File: src/rtl/pit_chan_pkg.sv
`timescale 1ns/1ps
package pit_chan_pkg;

  typedef enum logic [2:0] {
    MD_TERM    = 3'd0,
    MD_ONESHOT = 3'd1,
    MD_RATE    = 3'd2,
    MD_SQUARE  = 3'd3,
    MD_SWSTB   = 3'd4,
    MD_HWSTB   = 3'd5
  } mode_e;

  // Codes with bit 1 set ignore bit 2 (6 -> 2, 7 -> 3).
  function automatic mode_e fold_mode(input logic [2:0] code);
    if (code[1]) return mode_e'({1'b0, code[1:0]});
    return mode_e'(code);
  endfunction

endpackage

File: src/rtl/pit_decr.sv
`timescale 1ns/1ps
module pit_decr #(
  parameter int W = 16
) (
  input  logic [W-1:0] val,
  input  logic         bcd,
  input  logic         two,
  output logic [W-1:0] nxt
);
  localparam int ND = W / 4;

  logic [W-1:0] bin_res;
  logic [W-1:0] bcd_res;
  logic [1:0]   brw [ND];
  logic [4:0]   sub [ND];

  assign bin_res = val - (two ? W'(2) : W'(1));
  assign brw[0]  = two ? 2'd2 : 2'd1;

  // Ripple borrow through decimal decades.
  for (genvar g = 0; g < ND; g++) begin : g_dig
    assign sub[g] = {1'b0, val[g*4 +: 4]} - {3'b000, brw[g]};
    assign bcd_res[g*4 +: 4] = sub[g][4] ? (sub[g][3:0] + 4'd10) : sub[g][3:0];
    if (g < ND - 1) begin : g_brw
      assign brw[g+1] = {1'b0, sub[g][4]};
    end
  end

  if (ND * 4 < W) begin : g_rest
    assign bcd_res[W-1:ND*4] = val[W-1:ND*4];
  end

  assign nxt = bcd ? bcd_res : bin_res;
endmodule

File: src/rtl/pit_gate_edge.sv
`timescale 1ns/1ps
module pit_gate_edge (
  input  logic clk,
  input  logic rst_n,
  input  logic gate,
  output logic rise
);
  logic gate_q;

  always_ff @(posedge clk or negedge rst_n) begin
    if (!rst_n) gate_q <= 1'b0;
    else        gate_q <= gate;
  end

  assign rise = gate & ~gate_q;
endmodule

File: src/rtl/pit_mode_ctl.sv
`timescale 1ns/1ps
module pit_mode_ctl
  import pit_chan_pkg::*;
#(
  parameter int W = 16
) (
  input  mode_e        mode,
  input  logic         bcd,
  input  logic [W-1:0] init,
  input  logic [W-1:0] cnt,
  input  logic         out,
  input  logic         live,
  input  logic         arm,
  input  logic         pend,
  input  logic         have,
  input  logic         sqx,
  input  logic         gate,
  input  logic         rise,
  input  logic         cw_wr,
  input  logic [2:0]   cw_mode,
  input  logic         cw_bcd,
  input  logic         cnt_wr,
  input  logic [W-1:0] cnt_val,
  output mode_e        n_mode,
  output logic         n_bcd,
  output logic [W-1:0] n_init,
  output logic [W-1:0] n_cnt,
  output logic         n_out,
  output logic         n_live,
  output logic         n_arm,
  output logic         n_pend,
  output logic         n_have,
  output logic         n_sqx
);
  logic [W-1:0] dec;
  logic [W-1:0] sq_load;
  logic         is_one;
  logic         is_two;
  logic         restart;
  mode_e        cw_fold;

  assign is_one  = (cnt == W'(1));
  assign is_two  = (cnt == W'(2));
  assign sq_load = {init[W-1:1], 1'b0};
  assign restart = (pend && !live) || (live && rise);
  assign cw_fold = fold_mode(cw_mode);

  pit_decr #(.W(W)) u_decr (
    .val (cnt),
    .bcd (bcd),
    .two (mode == MD_SQUARE),
    .nxt (dec)
  );

  always_comb begin
    n_mode = mode;
    n_bcd  = bcd;
    n_init = init;
    n_cnt  = cnt;
    n_out  = out;
    n_live = live;
    n_arm  = arm;
    n_pend = pend;
    n_have = have;
    n_sqx  = sqx;

    case (mode)
      MD_TERM, MD_SWSTB: begin
        if (pend) begin
          n_cnt  = init;
          n_pend = 1'b0;
          n_live = 1'b1;
          n_arm  = 1'b1;
          n_out  = (mode == MD_SWSTB);
        end else begin
          if (mode == MD_SWSTB) n_out = 1'b1;
          if (live && gate) begin
            n_cnt = dec;
            if (arm && is_one) begin
              n_arm = 1'b0;
              n_out = (mode == MD_TERM);
            end
          end
        end
      end

      MD_ONESHOT, MD_HWSTB: begin
        if (rise && have) begin
          n_cnt  = init;
          n_pend = 1'b0;
          n_live = 1'b1;
          n_arm  = 1'b1;
          n_out  = (mode == MD_HWSTB);
        end else begin
          if (mode == MD_HWSTB) n_out = 1'b1;
          if (live) begin
            n_cnt = dec;
            if (arm && is_one) begin
              n_arm = 1'b0;
              n_out = (mode == MD_ONESHOT);
            end
          end
        end
      end

      MD_RATE: begin
        if (restart) begin
          n_cnt  = init;
          n_pend = 1'b0;
          n_live = 1'b1;
          n_out  = 1'b1;
        end else if (live && gate) begin
          if (is_one) begin
            n_cnt  = init;
            n_pend = 1'b0;
            n_out  = 1'b1;
          end else begin
            n_cnt = dec;
            n_out = !is_two;
          end
        end else if (live) begin
          n_out = 1'b1;
        end
      end

      MD_SQUARE: begin
        if (restart) begin
          n_cnt  = sq_load;
          n_pend = 1'b0;
          n_live = 1'b1;
          n_out  = 1'b1;
          n_sqx  = 1'b0;
        end else if (live && gate) begin
          if (is_two) begin
            if (out && init[0] && !sqx) begin
              n_sqx = 1'b1;
            end else begin
              n_out  = !out;
              n_cnt  = sq_load;
              n_pend = 1'b0;
              n_sqx  = 1'b0;
            end
          end else begin
            n_cnt = dec;
          end
        end else if (live) begin
          n_out = 1'b1;
        end
      end

      default: ;
    endcase

    if (cnt_wr) begin
      n_init = cnt_val;
      n_pend = 1'b1;
      n_have = 1'b1;
      if (mode == MD_TERM || mode == MD_SWSTB) begin
        n_live = 1'b0;
        n_arm  = 1'b0;
        n_out  = (mode == MD_SWSTB);
      end
    end

    if (cw_wr) begin
      n_mode = cw_fold;
      n_bcd  = cw_bcd;
      n_out  = (cw_fold != MD_TERM);
      n_live = 1'b0;
      n_arm  = 1'b0;
      n_pend = 1'b0;
      n_have = 1'b0;
      n_sqx  = 1'b0;
    end
  end
endmodule

File: src/rtl/pit_channel.sv
`timescale 1ns/1ps
module pit_channel
  import pit_chan_pkg::*;
#(
  parameter int CNT_W = 16
) (
  input  logic             clk,
  input  logic             rst_n,
  input  logic             gate,
  input  logic             cw_wr,
  input  logic [2:0]       cw_mode,
  input  logic             cw_bcd,
  input  logic             cnt_wr,
  input  logic [CNT_W-1:0] cnt_val,
  output logic             tmr_out,
  output logic [CNT_W-1:0] count_now,
  output logic             cnt_loaded
);
  mode_e            mode_q, mode_d;
  logic             bcd_q, bcd_d;
  logic [CNT_W-1:0] init_q, init_d;
  logic [CNT_W-1:0] cnt_q, cnt_d;
  logic             out_q, out_d;
  logic             live_q, live_d;
  logic             arm_q, arm_d;
  logic             pend_q, pend_d;
  logic             have_q, have_d;
  logic             sqx_q, sqx_d;
  logic             gate_rise;

  pit_gate_edge u_edge (
    .clk   (clk),
    .rst_n (rst_n),
    .gate  (gate),
    .rise  (gate_rise)
  );

  pit_mode_ctl #(.W(CNT_W)) u_ctl (
    .mode    (mode_q),
    .bcd     (bcd_q),
    .init    (init_q),
    .cnt     (cnt_q),
    .out     (out_q),
    .live    (live_q),
    .arm     (arm_q),
    .pend    (pend_q),
    .have    (have_q),
    .sqx     (sqx_q),
    .gate    (gate),
    .rise    (gate_rise),
    .cw_wr   (cw_wr),
    .cw_mode (cw_mode),
    .cw_bcd  (cw_bcd),
    .cnt_wr  (cnt_wr),
    .cnt_val (cnt_val),
    .n_mode  (mode_d),
    .n_bcd   (bcd_d),
    .n_init  (init_d),
    .n_cnt   (cnt_d),
    .n_out   (out_d),
    .n_live  (live_d),
    .n_arm   (arm_d),
    .n_pend  (pend_d),
    .n_have  (have_d),
    .n_sqx   (sqx_d)
  );

  always_ff @(posedge clk or negedge rst_n) begin
    if (!rst_n) begin
      mode_q <= MD_TERM;
      bcd_q  <= 1'b0;
      init_q <= '0;
      cnt_q  <= '0;
      out_q  <= 1'b1;
      live_q <= 1'b0;
      arm_q  <= 1'b0;
      pend_q <= 1'b0;
      have_q <= 1'b0;
      sqx_q  <= 1'b0;
    end else begin
      mode_q <= mode_d;
      bcd_q  <= bcd_d;
      init_q <= init_d;
      cnt_q  <= cnt_d;
      out_q  <= out_d;
      live_q <= live_d;
      arm_q  <= arm_d;
      pend_q <= pend_d;
      have_q <= have_d;
      sqx_q  <= sqx_d;
    end
  end

  assign tmr_out    = out_q;
  assign count_now  = cnt_q;
  assign cnt_loaded = have_q & ~pend_q;
endmodule

File: config.mk
export PLATFORM = sky130hd
export DESIGN_NAME = pit_channel
export DESIGN_NICKNAME = d
export VERILOG_FILES = /design/src/rtl/pit_chan_pkg.sv /design/src/rtl/pit_decr.sv /design/src/rtl/pit_gate_edge.sv /design/src/rtl/pit_mode_ctl.sv /design/src/rtl/pit_channel.sv
export SDC_FILE = /design/constraint.sdc
export NUM_CORES = 1
export LEC_CHECK = 0
export BUFFER_PORTS_ARGS = -buffer_cell sky130_fd_sc_hd__buf_2
export CAP_MARGIN = 20
export CORE_MARGIN = 3
export CORE_UTILIZATION = 64
export DETAILED_ROUTE_END_ITERATION = 10
export HOLD_SLACK_MARGIN = 0.15
export PLACE_DENSITY_LB_ADDON = 0.12
export SLEW_MARGIN = 20
export SYNTH_ARGS = -nofsm -noshare
export SYNTH_HDL_FRONTEND = slang
export SYNTH_HIERARCHICAL = 1
export SYNTH_SLANG_ARGS = --single-unit
File: constraint.sdc
create_clock -name clk -period 8.29 [get_ports clk]
set_clock_uncertainty 0.05 [all_clocks]
set_input_delay 0.829 -clock clk [delete_from_list [all_inputs] [get_ports clk]]
set_output_delay 0.829 -clock clk [all_outputs]
set_load 0.01 [all_outputs]
==> flow_metrics.env <==
export IMPL_worstPathArrival_ns=6.03
export IMPL_wirelength_mm=10.16
export IMPL_critPathKind="reg2reg"
export IMPL_cp_start_kind="register"
export IMPL_grt_antenna_before_repair=0
export IMPL_hold_viol_final=0
export IMPL_hold_class="reg2reg"
export IMPL_grt_first_pass_wirelength_mm=15.86
export IMPL_final_nets=479
export IMPL_synth_edff_count=0
export IMPL_ys_seq_area_share_pct=28.57
export IMPL_post_route_util_pct=72.51
export IMPL_cts_tree="built"
export IMPL_insertion_delay_ns=0.30
export IMPL_die_y_um=82.76
export IMPL_clockBufferDepth=2
export IMPL_crit_fanout=20
export IMPL_setup_tns_ns=0
export IMPL_numPortBuffers=42
export IMPL_status="completed"
export IMPL_drive_gt1_share_pct=23.76
export IMPL_p_leak_nw=1.796
export IMPL_maxSlewHeadroom_pct=34.35
export IMPL_clk_pin_slew_ns=0.09
export IMPL_reg2reg_from="mode_q[1]"
export IMPL_max_freq_mhz=171.4
export IMPL_vias=3597
export IMPL_cts_buffers=5
export IMPL_syn_inst=416
export IMPL_grt_pass1_vias=3225
export IMPL_ys_ff_latch=43
export IMPL_irDropWorstVdd_mv=0.1543
export IMPL_ctsHoldBuffers=0
export IMPL_syn_nets=454
export IMPL_grt_usage_pct=30.61
export IMPL_start_util_pct=67.25
export IMPL_multi_input_area_sq_mm=0.002459
export IMPL_post_cts_buffers=0
export IMPL_ant_nets=0
export IMPL_hp_start="have_q"
export IMPL_syn_area_sq_mm=0.003771
export IMPL_post_drt_via_cell_ratio=6.998
export IMPL_place_inst=506
export IMPL_instances_no_fill=514
export IMPL_worst_pin_slew_ns=0.9848
export IMPL_cts_root_buf="clkbuf_8"
export IMPL_synth_warnings=6
export IMPL_drcViolationCount=0
export IMPL_synth_distinct_cells=67
export IMPL_finalSetupViolations=0
export IMPL_slew_viol_final=0
export IMPL_max_cap_viol_count=0
export IMPL_wire_per_inst_um=19.77
export IMPL_period_share_pct=70.38
export IMPL_async_flop_share_pct=100.0
export IMPL_cp_data_required_time_ns=8.49
export IMPL_period_needed_ns=5.834
export IMPL_area_growth_pct=7.830
export IMPL_final_common_cell="nand2_1"
export IMPL_layout_common_cells="nand2_1, dfrtp_1, buf_2"
export IMPL_grt_max_degree=44
export IMPL_post_cts_resized=0
export IMPL_place_ws_ns=2.578
export IMPL_dieArea_sq_mm=0.006849
export IMPL_grt_setup_unrepaired="no"
export IMPL_end_kind="register"
export IMPL_drtIter0Drc=419
export IMPL_diodes=0
export IMPL_cp_startpoint="mode_q[1]"
export IMPL_die_w_um=82.76
export IMPL_p_per_area_mw_per_mm2=297.8
export IMPL_dr_pass1_iters=7
export IMPL_hold_worst_slack_ns=0.5183
export IMPL_gp_congestion=0.9247
export IMPL_n_fill_cell=449
export IMPL_synth_flop_cell="dfrtp_1"
export IMPL_clock_sinks=43
export IMPL_htreeDepth=2
export IMPL_core_area_sq_mm=0.005608
export IMPL_fin_ws_ns=2.456
export IMPL_io_pins=43
export IMPL_grt_overflow_total=0
export IMPL_syn_avg_cell_area_sq_um=9.065
export IMPL_layout_area_seq_sq_mm=0.001077
export IMPL_post_dp_hpwl_mm=6.821
export IMPL_row_count=27
-- worst max-delay path, cell delays in order (launching register included) --
cell	delay (ns)
dfrtp_1	0.61
nand3b_2	0.48
inv_1	0.12
inv_1	0.14
ha_1	0.16
inv_1	0.07
fa_1	0.43
nor3_1	0.42
ha_1	0.26
ha_1	0.18
and2_1	0.16
ha_1	0.20
ha_1	0.26
nor3b_1	0.42
ha_1	0.25
nor4b_1	0.47
xor2_1	0.18
nand2_1	0.10
o31ai_4	0.10
xor2_1	0.25
mux2i_1	0.11
o22ai_1	0.16
nand2_1	0.10
nand2_1	0.09
-- power by group --
| group | internal [W] | switching (W) |
|---|---|---|
| sequential | 0.000255 | 0.000126 |
| combinational | 0.000287 | 0.000344 |
| clock | 0.000120 | 0.0000795 |
| total | 0.000662 | 0.000549 |
-- sequential cells by signal (all words and copies together), names as in the netlist --
name / count
init_q: 16
pend_q: 1
arm_q: 1
mode_q: 3
live_q: 1
u_edge/gate_q: 1
bcd_q: 1
tmr_out: 1
count_now: 16
sqx_q: 1
have_q: 1
-- Yosys cell counts, types with 2 or more instances --
library cell	count	area, sq um
a31oi_1	9	56.30
buf_1	2	7.510
nor2b_1	5	31.28
o22ai_1	17	106.4
buf_12	2	40.04
a31o_2	2	17.52
nor4b_1	5	43.79
o41ai_1	2	17.52
o21ai_0	18	90.09
nand3_1	7	35.03
a222oi_1	15	150.1
dfrtp_1	42	1051
nor3b_1	2	15.01
mux2_2	33	371.6
xor2_1	5	43.79
nand3b_2	2	22.52
nor4_4	2	42.54
nor2b_4	2	27.53
mux2i_1	34	340.3
clkbuf_1	8	30.03
o21a_1	2	15.01
nand3b_1	2	15.01
nand2_1	49	183.9
inv_1	20	75.07
nor3_1	12	60.06
buf_2	10	50.05
nor2_1	23	86.33
a21oi_1	14	70.07
ha_1	12	150.1
nand2b_1	7	43.79
a211oi_1	4	30.03
or4_1	2	15.01
o21ai_1	3	15.01
xnor2_1	9	78.83
-- logic make-up after synthesis --
logic type / share of synthesized area, %
simple gates: 18.45
compound gates: 19.04
xor+xnor: 3.252
fa+ha+maj: 4.512
mux: 19.87
buf+inv: 6.304
flops: 28.57
-- area by class of cell --
cell class	count	area share (%)
clock buffers	5	1.692
clock inverters	3	1.662
inverters	21	1.938
multi-input cells	326	60.46
flip-flops and latches	43	26.49
well taps	72	2.215
repair buffers	44	5.538
-- per-stage QoR --
stage               instance area [sq um]  total power [W]
floorplan                            3771        0.0008206
global placement                     3928        0.0009589
detailed placement                   3928        0.0009918
CTS                                  4064         0.001194
global route                         4066         0.001293
finish                               4066         0.001211
-- worst paths after layout --
check,end,slack (ns),cells past startpoint
min,have_q,0.52,2
min in group asynchronous,count_now[3],0.62,1
min reg2reg,have_q,0.52,2
max reg2reg,count_now[13],2.46,23
max,count_now[13],2.46,23
max in group asynchronous,count_now[1],6.94,1
-- layer usage --
metal	GRT usage [%]	up-vias	wire length [um]
met4	12.09	0	279
met3	4.664	38	1075
met1	42.39	1714	4194
met5	0	-	0
li1	-	1606	-
met2	47.92	239	4613
(Power assumes the default switching activity.)
